<file path="config.mk">
export PLATFORM = sky130hd
export DESIGN_NAME = rtc_sec_core
export DESIGN_NICKNAME = d
export VERILOG_FILES = /design/src/rtl/rtc_pkg.sv /design/src/rtl/rtc_prescaler.sv /design/src/rtl/rtc_timekeeper.sv /design/src/rtl/rtc_irq_ctrl.sv /design/src/rtl/rtc_sec_core.sv
export SDC_FILE = /design/constraint.sdc
export NUM_CORES = 1
export LEC_CHECK = 0
export ABC_AREA = 1
export CAP_MARGIN = 5
export CORE_AREA = 2 2 130 132
export CTS_BUF_LIST = sky130_fd_sc_hd__clkbuf_4 sky130_fd_sc_hd__clkbuf_8
export CTS_CLUSTER_DIAMETER = 150
export DETAILED_ROUTE_END_ITERATION = 8
export DIE_AREA = 0 0 132 134
export PLACE_DENSITY = 0.91
export SKIP_CTS_REPAIR_TIMING = 1
export SYNTH_ARGS = -nofsm -noshare
export SYNTH_HDL_FRONTEND = slang
export SYNTH_HIERARCHICAL = 1
export SYNTH_SLANG_ARGS = --single-unit
</file>
<file path="constraint.sdc">
create_clock -name clk -period 3 [get_ports clk]
set_input_delay 0.75 -clock clk [delete_from_list [all_inputs] [get_ports clk]]
set_output_delay 0.75 -clock clk [all_outputs]
set_load 0.005 [all_outputs]
</file>
<file path="src/rtl/rtc_pkg.sv">
`timescale 1ns/1ps
package rtc_pkg;
  localparam int DATA_W = 32;

  // register byte offsets
  localparam int OFF_SET_WR  = 'h00;
  localparam int OFF_SET_RD  = 'h04;
  localparam int OFF_CAL_WR  = 'h08;
  localparam int OFF_CAL_RD  = 'h0C;
  localparam int OFF_CUR_SEC = 'h10;
  localparam int OFF_TICK    = 'h14;
  localparam int OFF_ALARM   = 'h18;
  localparam int OFF_STATUS  = 'h20;
  localparam int OFF_MASK    = 'h24;
  localparam int OFF_ENABLE  = 'h28;
  localparam int OFF_DISABLE = 'h2C;
  localparam int OFF_CTRL    = 'h40;

  // interrupt sources, bit positions in status/mask/enable/disable
  localparam int NSRC    = 2;
  localparam int SRC_SEC = 0;
  localparam int SRC_ALM = 1;

  // control bit positions
  localparam int CTRL_BATT_BIT = 31;
  localparam int CTRL_OSC_BIT  = 24;
endpackage

</file>
<file path="src/rtl/rtc_prescaler.sv">
`timescale 1ns/1ps
module rtc_prescaler #(
  parameter int TICK_W    = 16,
  parameter int CAL_RESET = 32767
) (
  input  logic              clk,
  input  logic              rst,
  input  logic              tick_en,
  input  logic              cal_wr,
  input  logic [TICK_W-1:0] cal_wdata,
  output logic [TICK_W-1:0] cal_q,
  output logic [TICK_W-1:0] cnt_q,
  output logic              sec_pulse
);
  localparam logic [TICK_W-1:0] CAL_INIT = TICK_W'(CAL_RESET);

  always_ff @(posedge clk) begin
    if (rst) begin
      cal_q     <= CAL_INIT;
      cnt_q     <= '0;
      sec_pulse <= 1'b0;
    end else begin
      sec_pulse <= 1'b0;
      if (cal_wr) begin
        // restart the second so the next pulse is a full period away
        cal_q <= cal_wdata;
        cnt_q <= '0;
      end else if (tick_en) begin
        if (cnt_q == cal_q) begin
          cnt_q     <= '0;
          sec_pulse <= 1'b1;
        end else begin
          cnt_q <= cnt_q + 1'b1;
        end
      end
    end
  end
endmodule

</file>
<file path="src/rtl/rtc_timekeeper.sv">
`timescale 1ns/1ps
module rtc_timekeeper #(
  parameter int SEC_W = 32
) (
  input  logic             clk,
  input  logic             rst,
  input  logic             sec_pulse,
  input  logic             set_wr,
  input  logic             alarm_wr,
  input  logic [SEC_W-1:0] wdata,
  output logic [SEC_W-1:0] cur_q,
  output logic [SEC_W-1:0] set_q,
  output logic [SEC_W-1:0] alarm_q,
  output logic             load_pend,
  output logic             alarm_hit
);
  logic [SEC_W-1:0] next_sec;

  // value the count takes at the coming second boundary
  assign next_sec  = load_pend ? set_q : cur_q + 1'b1;
  assign alarm_hit = sec_pulse && (next_sec == alarm_q);

  always_ff @(posedge clk) begin
    if (rst) begin
      cur_q     <= '0;
      set_q     <= '0;
      alarm_q   <= '0;
      load_pend <= 1'b0;
    end else begin
      if (sec_pulse) begin
        cur_q     <= next_sec;
        load_pend <= 1'b0;
      end
      if (set_wr) begin
        set_q     <= wdata;
        load_pend <= 1'b1;
      end
      if (alarm_wr) alarm_q <= wdata;
    end
  end
endmodule

</file>
<file path="src/rtl/rtc_irq_ctrl.sv">
`timescale 1ns/1ps
module rtc_irq_ctrl #(
  parameter int NSRC = 2
) (
  input  logic            clk,
  input  logic            rst,
  input  logic [NSRC-1:0] event_i,
  input  logic            sts_wr,
  input  logic            en_wr,
  input  logic            dis_wr,
  input  logic [NSRC-1:0] wdata,
  output logic [NSRC-1:0] status_q,
  output logic [NSRC-1:0] enable_q,
  output logic [NSRC-1:0] irq
);
  for (genvar i = 0; i < NSRC; i++) begin : g_src
    always_ff @(posedge clk) begin
      if (rst) begin
        status_q[i] <= 1'b0;
        enable_q[i] <= 1'b0;
      end else begin
        if (event_i[i])                  status_q[i] <= 1'b1;
        else if (sts_wr && wdata[i])     status_q[i] <= 1'b0;
        if (en_wr && wdata[i])           enable_q[i] <= 1'b1;
        else if (dis_wr && wdata[i])     enable_q[i] <= 1'b0;
      end
    end
    assign irq[i] = status_q[i] & enable_q[i];
  end
endmodule

</file>
<file path="src/rtl/rtc_sec_core.sv">
`timescale 1ns/1ps
module rtc_sec_core #(
  parameter int ADDR_W    = 7,
  parameter int TICK_W    = 16,
  parameter int CAL_RESET = 32767
) (
  input  logic              clk,
  input  logic              rst,
  input  logic              tick_en,
  input  logic [ADDR_W-1:0] bus_addr,
  input  logic              bus_wr,
  input  logic              bus_rd,
  input  logic [31:0]       bus_wdata,
  output logic [31:0]       bus_rdata,
  output logic              irq_sec,
  output logic              irq_alarm
);
  import rtc_pkg::*;

  localparam int PAD_W = DATA_W - TICK_W;
  localparam int SRC_PAD = DATA_W - NSRC;

  logic              wr_set, wr_cal, wr_alarm, wr_sts, wr_en, wr_dis, wr_ctrl;
  logic [TICK_W-1:0] cal_val, tick_cnt;
  logic              sec_pulse, load_pend, alarm_hit;
  logic [31:0]       cur_sec, set_sec, alarm_sec;
  logic [NSRC-1:0]   irq_status, irq_enable, irq_vec, irq_events;
  logic              ctrl_batt, ctrl_osc;

  assign wr_set   = bus_wr && (bus_addr == ADDR_W'(OFF_SET_WR));
  assign wr_cal   = bus_wr && (bus_addr == ADDR_W'(OFF_CAL_WR));
  assign wr_alarm = bus_wr && (bus_addr == ADDR_W'(OFF_ALARM));
  assign wr_sts   = bus_wr && (bus_addr == ADDR_W'(OFF_STATUS));
  assign wr_en    = bus_wr && (bus_addr == ADDR_W'(OFF_ENABLE));
  assign wr_dis   = bus_wr && (bus_addr == ADDR_W'(OFF_DISABLE));
  assign wr_ctrl  = bus_wr && (bus_addr == ADDR_W'(OFF_CTRL));

  rtc_prescaler #(.TICK_W(TICK_W), .CAL_RESET(CAL_RESET)) u_presc (
    .clk       (clk),
    .rst       (rst),
    .tick_en   (tick_en),
    .cal_wr    (wr_cal),
    .cal_wdata (bus_wdata[TICK_W-1:0]),
    .cal_q     (cal_val),
    .cnt_q     (tick_cnt),
    .sec_pulse (sec_pulse)
  );

  rtc_timekeeper #(.SEC_W(DATA_W)) u_time (
    .clk       (clk),
    .rst       (rst),
    .sec_pulse (sec_pulse),
    .set_wr    (wr_set),
    .alarm_wr  (wr_alarm),
    .wdata     (bus_wdata),
    .cur_q     (cur_sec),
    .set_q     (set_sec),
    .alarm_q   (alarm_sec),
    .load_pend (load_pend),
    .alarm_hit (alarm_hit)
  );

  always_comb begin
    irq_events          = '0;
    irq_events[SRC_SEC] = sec_pulse;
    irq_events[SRC_ALM] = alarm_hit;
  end

  rtc_irq_ctrl #(.NSRC(NSRC)) u_irq (
    .clk      (clk),
    .rst      (rst),
    .event_i  (irq_events),
    .sts_wr   (wr_sts),
    .en_wr    (wr_en),
    .dis_wr   (wr_dis),
    .wdata    (bus_wdata[NSRC-1:0]),
    .status_q (irq_status),
    .enable_q (irq_enable),
    .irq      (irq_vec)
  );

  assign irq_sec   = irq_vec[SRC_SEC];
  assign irq_alarm = irq_vec[SRC_ALM];

  always_ff @(posedge clk) begin
    if (rst) begin
      ctrl_batt <= 1'b0;
      ctrl_osc  <= 1'b0;
    end else if (wr_ctrl) begin
      ctrl_batt <= bus_wdata[CTRL_BATT_BIT];
      ctrl_osc  <= bus_wdata[CTRL_OSC_BIT];
    end
  end

  always_ff @(posedge clk) begin
    if (rst) begin
      bus_rdata <= '0;
    end else if (bus_rd) begin
      case (bus_addr)
        ADDR_W'(OFF_SET_RD):  bus_rdata <= set_sec;
        ADDR_W'(OFF_CAL_RD):  bus_rdata <= {{PAD_W{1'b0}}, cal_val};
        ADDR_W'(OFF_CUR_SEC): bus_rdata <= cur_sec;
        ADDR_W'(OFF_TICK):    bus_rdata <= {{PAD_W{1'b0}}, tick_cnt};
        ADDR_W'(OFF_ALARM):   bus_rdata <= alarm_sec;
        ADDR_W'(OFF_STATUS):  bus_rdata <= {{SRC_PAD{1'b0}}, irq_status};
        ADDR_W'(OFF_MASK):    bus_rdata <= {{SRC_PAD{1'b0}}, irq_enable};
        ADDR_W'(OFF_CTRL): begin
          bus_rdata                <= '0;
          bus_rdata[CTRL_BATT_BIT] <= ctrl_batt;
          bus_rdata[CTRL_OSC_BIT]  <= ctrl_osc;
        end
        default:              bus_rdata <= '0;
      endcase
    end
  end
endmodule

</file>
==> results of run 1 <==
## worst paths after layout
check                            to  cells after the start             from
setup / recovery  u_irq/status_q[1]                     15  u_time/cur_q[0]
hold / removal        bus_rdata[31]                      2    bus_rdata[31]
setup reg to reg  u_irq/status_q[1]                     15  u_time/cur_q[0]
hold reg to reg       bus_rdata[31]                      2    bus_rdata[31]
## layout by cell type, fill, tap and decap left out, types with 11 or more instances in the layout
cell             count
nand2_1            455
nor2_1             197
dfxtp_1            168
nand3_1            164
inv_1              133
o21ai_0            120
a21oi_1            103
clkdlybuf4s50_1     76
buf_4               25
o21ai_1             22
clkbuf_8            19
or2_2               16
nor2_2              11
nand4_1             11
nand3b_1            11
## power breakdown
part	internal (mW)	switching [mW]	total, mW
registers	2.24	0.0110	2.25
clock network	0.956	0.803	1.76
logic	0.0901	0.153	0.243
total	3.28	0.968	4.25
## registers in the layout, indices dropped and copies added, names as in the netlist
name	flops
u_irq/status_q	2
bus_rdata	32
ctrl_osc	1
u_time/load_pend	1
u_presc/sec_pulse	1
u_time/alarm_q	32
u_irq/enable_q	2
u_presc/cnt_q	16
u_presc/cal_q	16
u_time/cur_q	32
ctrl_batt	1
u_time/set_q	32
## per-stage QoR
| stage | instances | hold slack (ps) | area, um2 | setup slack, ps |
|---|---|---|---|---|
| 2_1_floorplan | 1548 | 422.8 | 9605 | 708.4 |
| 3_3_place_gp | 1807 | 452.1 | 10560 | 399.4 |
| 3_5_place_dp | 1807 | 456.8 | 10560 | 287.8 |
| 4_1_cts | 1837 | 469.1 | 10980 | 536.9 |
| 5_1_grt | 1837 | 494.6 | 10980 | 255.2 |
| 6_report | 1837 | 465.9 | 10980 | 475.3 |
## layer usage
layer,global-route usage [%],up-vias,share of wire [%]
met5,0,-,0
met4,21.38,0,6.0
met3,6.916,140,9.7
met2,61.75,669,47
met1,42.32,4812,38
li1,-,5091,-
## tightest hold or removal path, stage by stage (launching register included)
cell     delay (ps)
dfxtp_1         320
nand2_1          60
a21oi_1          50
## logic make-up after synthesis
group | count (synthesis)
adders and majority gates | 2
xor gates and xnor gates | 12
and+or+nand+nor | 903
DFF | 168
AOI/OAI and AO/OA | 257
buffers and inverters | 206
## final cells by class
class	instances	area, um2	area share, %
clock buffers	21	276.5	2.517
inverters	141	529.3	4.818
flip-flops and latches	168	3363	30.62
well taps	220	275.3	2.506
multi-input cells	1174	5398	49.14
clock inverters	9	148.9	1.356
repair buffers	104	993.5	9.044
==> run metrics, run 1 <==
Slew Viols, Final 0; row cnt 47; Peak VDD IR 384.4 uV; number of synthesized register bits 168; Setup crit end kind register; vias 10710; Synth Area in XOR/XNOR 1.094%; largest net degree at the start of global routing 54; grt ovf 0; Yosys warnings 6; total CTS buffers 17; Residual DRC 0; first-pass GRT wire length 50640 um; number of diodes 0; initial antenna violation count 0; Crit Path Class reg2reg; total power 4.250 mW; drt wl/cell 17.50 um; DR iter-0 viols 1245; antenna-violating nets left 0; Worst EP arrival 2920 ps; Synth Instances 1548; Critical Path Slowest Stage Cell dfxtp_1; P_leak 4.740 nW; utilization after layout 67.43%; clock slew at reported path FFs 80 ps; CP delay by family, top simple AND/OR/NAND/NOR gates; slowest cell delay on critical path 420 ps; RSZ-0062 raised after global routing false; CTS H-tree lvls 4; final setup vio count 0; Core Area 16290 um2; largest family of logic cells by synthesized area simple AND/OR/NAND/NOR gates; worst skew pair latency 470 ps; Synth Area in Compound Gates 13.70%; Vias/cell 5.831; Synthesized Nets 1594; clock buffer depth 2; Tightest Hold Check Type reg2reg; Routed WL 32150 um; crit start category register; fmax 396.1 MHz; Power Dens Cells 386.9 nW/um2; max_slew headroom 20.03%; vias in the first global route 9918; Post-Synth Adder-Cell Area 0.2605%; Post-DP HPWL 23600 um; Worst Path Buf+Inv 1; simple-gate share of the synthesized area 41.11%; worst slew pin tran 1198 ps; drt first pass iters 6; synth top area cells dfxtp_1, nand2_1, nand3_1; # nets final 1652; die area 17690 um2; CP max FO 8; reg2reg setup slack 480 ps; Root Buffer Master clkbuf_8; syn_area_per_cell 6.205 um2; sequential cell area fraction in the yosys report 35.01%; starting density of the core 58.97%; die height 134 um; setup_tns 0 ps; die width 132 um; Main synth FF type dfxtp_1; Cell Chain, Critical Path ha_1 -> nand2_2 -> nor2_8 -> nand2_1 -> nor2_1 -> nand2_1 -> o21ai_1 -> nand3_2 -> nand3_1 -> nand2_1 -> nor2_1 -> nand3_1 -> nor2_2 -> inv_1 -> a21oi_1; clock sinks 168; Post-synth top cells nand2_1, nor2_1, dfxtp_1; ys async rst share 0%; Yosys top cell by area dfxtp_1; cell mode on critical path nand2_1; crit share post-route 84.16%; GPL Wtd Cong 0.9905; Worst Skew 13.85 ps; share of the synthesized area in the top cell type 35.01%; share of layout cells above drive strength 1 7.669%; PortBufs 77; mux cell area share after synthesis 0%; Ports 78; CP required 3390 ps; Netlist cell types 37; final hold vios 0; CTS tree done; run status completed; max_cap viols 0; min Tclk post-route 2525 ps; EDFF count, synth 0; area of the mapped netlist 9605 um2; cell with the most instances after synthesis nand2_1; total global-route track usage 36.13%; Area Growth Syn to Fin 14.35%; fillers 1498
Note: power is estimated with default switching activity, not from simulation.
==> run 2: changes to the inputs <==
--- a/config.mk
+++ b/config.mk
@@ -7,12 +7,12 @@
 export LEC_CHECK = 0
 export ABC_AREA = 1
 export CAP_MARGIN = 5
-export CORE_AREA = 2 2 130 132
+export CORE_AREA = 2 2 136 138
 export CTS_BUF_LIST = sky130_fd_sc_hd__clkbuf_4 sky130_fd_sc_hd__clkbuf_8
 export CTS_CLUSTER_DIAMETER = 150
 export DETAILED_ROUTE_END_ITERATION = 8
-export DIE_AREA = 0 0 132 134
-export PLACE_DENSITY = 0.91
+export DIE_AREA = 0 0 138 140
+export PLACE_DENSITY = 0.88
 export SKIP_CTS_REPAIR_TIMING = 1
 export SYNTH_ARGS = -nofsm -noshare
 export SYNTH_HDL_FRONTEND = slang
==> constraint.sdc (replaced) <==
create_clock -name clk -period 2.1 [get_ports clk]
set_input_delay 0.525 -clock clk [delete_from_list [all_inputs] [get_ports clk]]
set_output_delay 0.525 -clock clk [all_outputs]
set_load 0.005 [all_outputs]
==> run 2 against run 1 <==
Effect of this change: the run now ends with setup timing left; register-to-register slack worse by 640 ps; clock skew is 2.1 ps lower; fmax is 11% higher; non-clock buffer count is 119 higher; largest cell class unchanged.
==> run metrics, run 2 (synthesized netlist as in run 1, its figures left out) <==
share of layout cells above drive strength 1 17.15% (was 7.669%); worst skew pair latency 470 ps (about the same); drt first pass iters 7 (was 6); register area 3376 um2 (was 3363 um2); run status finished, violations left (was completed); max_cap viols 0 (unchanged); Setup crit end kind register (unchanged); Non-Filler Instances 1967 (was 1837); post-placement cell count 1929 (was 1807); min Tclk post-route 2269 ps (was 2525 ps); WHS Path Cells 2 (unchanged); Worst Path Buf+Inv 4 (was 1); RSZ-0062 raised after global routing true (was false); first-pass GRT wire length 52380 um (was 50640 um); crit path launch u_time/cur_q[1] (was u_time/cur_q[0]); die height 140 um (was 134 um); crit share post-route 108.0% (was 84.16%); P_leak 5.492 nW (was 4.740 nW); setup_tns -168.6 ps (was 0 ps); Worst Skew 11.75 ps (was 13.85 ps); grt ovf 0 (unchanged); Hold Slack 427.4 ps (was 465.9 ps); Core Area 17780 um2 (was 16290 um2); commonest non-fill, non-tap cell in the layout nand2_1 (unchanged); Placed Area 11520 um2 (was 10560 um2); r2r startpoint u_time/cur_q[1] (was u_time/cur_q[0]); vias 11270 (was 10710); Vias/cell 5.727 (was 5.831); drt wl/cell 17.28 um (was 17.50 um); Power Dens Cells 505.1 nW/um2 (was 386.9 nW/um2); DR iter-0 viols 1443 (was 1245); worst hold endpoint bus_rdata[13] (was bus_rdata[31]); Post-DP HPWL 24380 um (was 23600 um); Worst EP arrival 2680 ps (was 2920 ps); Root Buffer Master clkbuf_8 (unchanged); reg2reg setup slack -170 ps (was 480 ps); die width 138 um (was 132 um); Peak VDD IR 659.5 uV (was 384.4 uV); Slew Viols, Final 0 (unchanged); design area 12230 um2 (was 10980 um2); row cnt 49 (was 47); clock sinks 168 (unchanged); Area Growth Syn to Fin 27.34% (was 14.35%); die area 19320 um2 (was 17690 um2); slowest cell delay on critical path 380 ps (was 420 ps); largest net degree at the start of global routing 90 (was 54); antenna-violating nets left 0 (unchanged); R2R cell count 16 (was 15); CP required 2510 ps (was 3390 ps); Ports 78 (unchanged); fillers 1490 (was 1498); clock buffer depth 2 (unchanged); failing checks setup timing; Multi-input gate area 5598 um2 (was 5398 um2); max_slew headroom 63.03% (was 20.03%); number of diodes 0 (unchanged); Critical Path Slowest Stage Cell dfxtp_2 (was dfxtp_1); Residual DRC 0 (unchanged); initial antenna violation count 0 (unchanged); Tightest Hold Check Type in2reg (was reg2reg); CP delay by family, top simple AND/OR/NAND/NOR gates (unchanged); # nets final 1771 (was 1652); total global-route track usage 33.65% (was 36.13%); PnR worst setup slack -168.6 ps (was 475.3 ps); FF-to-FF End u_irq/status_q[1] (unchanged); vias in the first global route 10430 (was 9918); total CTS buffers 17 (unchanged); Routed WL 34000 um (was 32150 um); final hold vios 0 (unchanged); worst slew pin tran 554.6 ps (was 1198 ps); Cell Chain, Critical Path buf_6 -> nand2_4 -> nor2_4 -> nand2_4 -> buf_6 -> nor2_4 -> buf_4 -> nand3_1 -> nand3_2 -> nand2_2 -> xnor2_2 -> nor2_2 -> nand2_1 -> nor2_2 -> inv_1 -> a21oi_1 (was ha_1 -> nand2_2 -> nor2_8 -> nand2_1 -> nor2_1 -> nand2_1 -> o21ai_1 -> nand3_2 -> nand3_1 -> nand2_1 -> nor2_1 -> nand3_1 -> nor2_2 -> inv_1 -> a21oi_1); crit start category register (unchanged); CP max FO 6 (was 8); most frequent cells in the layout nand2_1, nor2_1, dfxtp_1 (unchanged); clock slew at reported path FFs 90 ps (was 80 ps); starting density of the core 54.03% (was 58.97%); min-delay src rst (was bus_rdata[31]); final setup vio count 1 (was 0); GPL Wtd Cong 0.9911 (was 0.9905); PortBufs 77 (unchanged); CTS tree done (unchanged); utilization after layout 68.80% (was 67.43%); fmax 440.8 MHz (was 396.1 MHz); Crit Path Class reg2reg (unchanged); CTS H-tree lvls 4 (unchanged)
run 2: metrics by stage:
| step | total power, mW | setup WS (ps) |
|---|---|---|
| finish | 6.178 | -168.6 |
| global route | 6.383 | -322.7 |
| CTS | 6.191 | -202.2 |
| detailed placement | 3.655 | -314.4 |
| global placement | 3.647 | -283.5 |
| floorplan | 3.441 | 33.37 |
run 2: worst max path at each step:
stage / slack [ps] / cells after the start / to
finish: -170 / 16 / u_irq/status_q[1]
global route: -320 / 18 / u_irq/status_q[1]
CTS: -200 / 16 / u_irq/status_q[1]
detailed placement: -310 / 10 / bus_rdata[12]
global placement: -280 / 10 / bus_rdata[12]
floorplan: 30 / 10 / u_time/alarm_q[18]
run 2: power by group:
group	switching (mW)	internal, mW
registers	0.0145	3.19
logic	0.228	0.159
clock network	1.32	1.26
run 2: per-layer routing:
layer	global-route usage (%)	routed length [um]	vias up	share of wire (%)
li1	-	-	5327	-
met1	40.27	12910	5099	38
met2	57.30	15840	699	47
met3	5.778	3146	140	9.3
met4	19.28	2105	0	6.2
met5	0	0	-	0
run 2: layout make-up:
type	count	share of cell area (%)
clock buffer	19	2.087
clock inverter	13	1.483
inverter	141	4.327
multi-input combinational	1174	45.77
sequential	168	27.60
tap	229	2.342
timing repair buffer	223	16.40
run 2: worst register-to-register path: stages (launching register included):
cell and delay (ps):
dfxtp_2 380, buf_6 130, nand2_4 60, nor2_4 250, nand2_4 150, buf_6 160, nor2_4 90, buf_4 120
nand3_1 80, nand3_2 100, nand2_2 90, xnor2_2 170, nor2_2 130, nand2_1 80, nor2_2 100, inv_1 40
a21oi_1 100
==> run 3: changes to the inputs <==
--- a/config.mk
+++ b/config.mk
@@ -7,12 +7,11 @@
 export LEC_CHECK = 0
 export ABC_AREA = 1
 export CAP_MARGIN = 5
-export CORE_AREA = 2 2 136 138
-export CTS_BUF_LIST = sky130_fd_sc_hd__clkbuf_4 sky130_fd_sc_hd__clkbuf_8
+export CORE_AREA = 2 2 138 140
 export CTS_CLUSTER_DIAMETER = 150
 export DETAILED_ROUTE_END_ITERATION = 8
-export DIE_AREA = 0 0 138 140
-export PLACE_DENSITY = 0.88
+export DIE_AREA = 0 0 140 142
+export PLACE_DENSITY = 0.86
 export SKIP_CTS_REPAIR_TIMING = 1
 export SYNTH_ARGS = -nofsm -noshare
 export SYNTH_HDL_FRONTEND = slang
==> run 3 against run 2 <==
Effect of this change: the run ends with DRC, setup timing left; critical path depth grew 3; worst hold slack better by 38 ps; final cell count hardly changed; power up 8.5%; utilization down 1.5 points; global-route usage up 0.23 points; clock power up 20%; first-iteration DRC count shrank 18%; via count fell by 1.3%; clock-buffer cell count up 1; sequential cell count stayed put; largest cell class unchanged; largest power group unchanged.
==> run metrics, run 3 (synthesized netlist as in run 1, its figures left out) <==
setup_tns -88.31 ps (was -168.6 ps); run status finished, violations left (unchanged); Post-DP HPWL 25100 um (was 24380 um); die width 140 um (was 138 um); post-place setup slack -289.4 ps (was -314.4 ps); fmax 457.0 MHz (was 440.8 MHz); min-delay src bus_rdata[30] (was rst); first-pass GRT wire length 52960 um (was 52380 um); Root Buffer Master clkbuf_16 (was clkbuf_8); number of diodes 0 (unchanged); PnR worst setup slack -88.31 ps (was -168.6 ps); Core Area 18460 um2 (was 17780 um2); FF-to-FF End u_irq/status_q[1] (unchanged); PortBufs 77 (unchanged); clock slew at reported path FFs 70 ps (was 90 ps); crit start category register (unchanged); Crit Path Class reg2reg (unchanged); reg2reg setup slack -90 ps (was -170 ps); most frequent cells in the layout nand2_1, nor2_1, dfxtp_1 (unchanged); row cnt 50 (was 49); commonest non-fill, non-tap cell in the layout nand2_1 (unchanged); Non-Filler Instances 1966 (was 1967); total global-route track usage 33.87% (was 33.65%); r2r startpoint u_time/cur_q[1] (unchanged); share of layout cells above drive strength 1 17.38% (was 17.15%); top sig layer met4 (unchanged); max_slew headroom 62.50% (was 63.03%); starting density of the core 52.05% (was 54.03%); worst hold endpoint bus_rdata[30] (was bus_rdata[13]); min Tclk post-route 2188 ps (was 2269 ps); Ports 78 (unchanged); total CTS buffers 17 (unchanged); Metal-1 WL 13250 um (was 12910 um); initial antenna violation count 0 (unchanged); worst skew pair latency 440 ps (was 470 ps); CTS tree done (unchanged); Worst Skew 7.892 ps (was 11.75 ps); # nets final 1765 (was 1771); CP required 2470 ps (was 2510 ps); largest net degree at the start of global routing 54 (was 90); worst slew pin tran 562.5 ps (was 554.6 ps); clock buffer depth 2 (unchanged); max_cap viols 0 (unchanged); die area 19880 um2 (was 19320 um2); Residual DRC 9 (was 0); met3 WL 2832 um (was 3146 um); WL met2 16250 um (was 15840 um); Routed WL 34480 um (was 34000 um); total power 6.706 mW (was 6.178 mW); P_leak 5.515 nW (was 5.492 nW); WHS Path Cells 2 (unchanged); design area 12420 um2 (was 12230 um2); crit share post-route 104.2% (was 108.0%); RSZ-0062 raised after global routing true (unchanged); Power Dens Cells 539.8 nW/um2 (was 505.1 nW/um2); drt wl/cell 17.54 um (was 17.28 um); Peak VDD IR 570.7 uV (was 659.5 uV); drt first pass iters 9 (was 7); R2R cell count 19 (was 16); final hold vios 0 (unchanged); Placed Area 11530 um2 (was 11520 um2); post-placement cell count 1930 (was 1929); CP max FO 5 (was 6); GPL Wtd Cong 1.001 (was 0.9911); vias 11120 (was 11270); vias in the first global route 10330 (was 10430); grt ovf 0 (unchanged); Tightest Hold Check Type reg2reg (was in2reg); DR iter-0 viols 1184 (was 1443); Area Growth Syn to Fin 29.33% (was 27.34%); antenna-violating nets left 0 (unchanged); failing checks DRC, setup timing (was setup timing); clock sinks 168 (unchanged); die height 142 um (was 140 um); Slew Viols, Final 0 (unchanged); Worst EP arrival 2560 ps (was 2680 ps); Setup crit end kind register (unchanged); CTS H-tree lvls 4 (unchanged); final setup vio count 1 (unchanged); Vias/cell 5.654 (was 5.727)
==> run 3: worst max-delay path, stage by stage, from the launching register on <==
cell and delay (ps):
dfxtp_4 370, buf_6 110, nand2_1 80, nor2_4 210, nand2_4 100, nand2_1 80, nand3_2 100, nand2_1 110
nand2_1 60, nand2_1 90, nand2_1 60, inv_1 50, nand2_1 50, nor2_2 140, nand2_1 70, nor2_1 130
nand2_1 80, nor2_2 100, inv_1 40, a21oi_1 100
==> run 3: per-layer routing <==
metal	vias to the layer above	GRT usage, %
li1	5322	-
met1	5059	41.06
met2	612	56.91
met3	123	4.812
met4	0	21.64
met5	-	0
==> run 3: power breakdown <==
part	total, mW	switching (mW)	leakage [nW]	internal (mW)
Combinational	0.391	0.231	3.88	0.161
Sequential	3.21	0.0165	1.36	3.20
Clock	3.10	1.39	0.275	1.71
Total	6.71	1.64	5.51	5.07
==> run 3: how the worst max path moves through the flow <==
stage                                from            endpoint  slack, ps  depth (start not counted)
after floorplan               bus_addr[2]  u_time/alarm_q[18]         30                         10
after global placement        bus_addr[6]  u_time/alarm_q[14]       -240                         10
after detailed placement      bus_addr[5]       bus_rdata[12]       -290                         10
after CTS                 u_time/cur_q[1]   u_irq/status_q[1]       -160                         17
after global routing      u_time/cur_q[1]   u_irq/status_q[1]       -210                         19
final                     u_time/cur_q[1]   u_irq/status_q[1]        -90                         19
==> run 3: area by class of cell <==
class | instances | area (um2)
flip-flops and latches | 168 | 3374
multi-input cells | 1174 | 5638
clock inverters | 12 | 117.6
repair buffers | 217 | 2014
inverters | 141 | 529.3
fillers | 1572 | 6032
clock buffers | 20 | 456.7
well taps | 234 | 292.8
==> run 3: through the flow <==
step                      hold WS [ps]  utilization [%]
after floorplan                  422.8                -
after global placement           451.7            62.49
after detailed placement         455.1            62.49
after CTS                        465.4            65.60
after global routing             480.8            67.32
final                            465.7            67.32
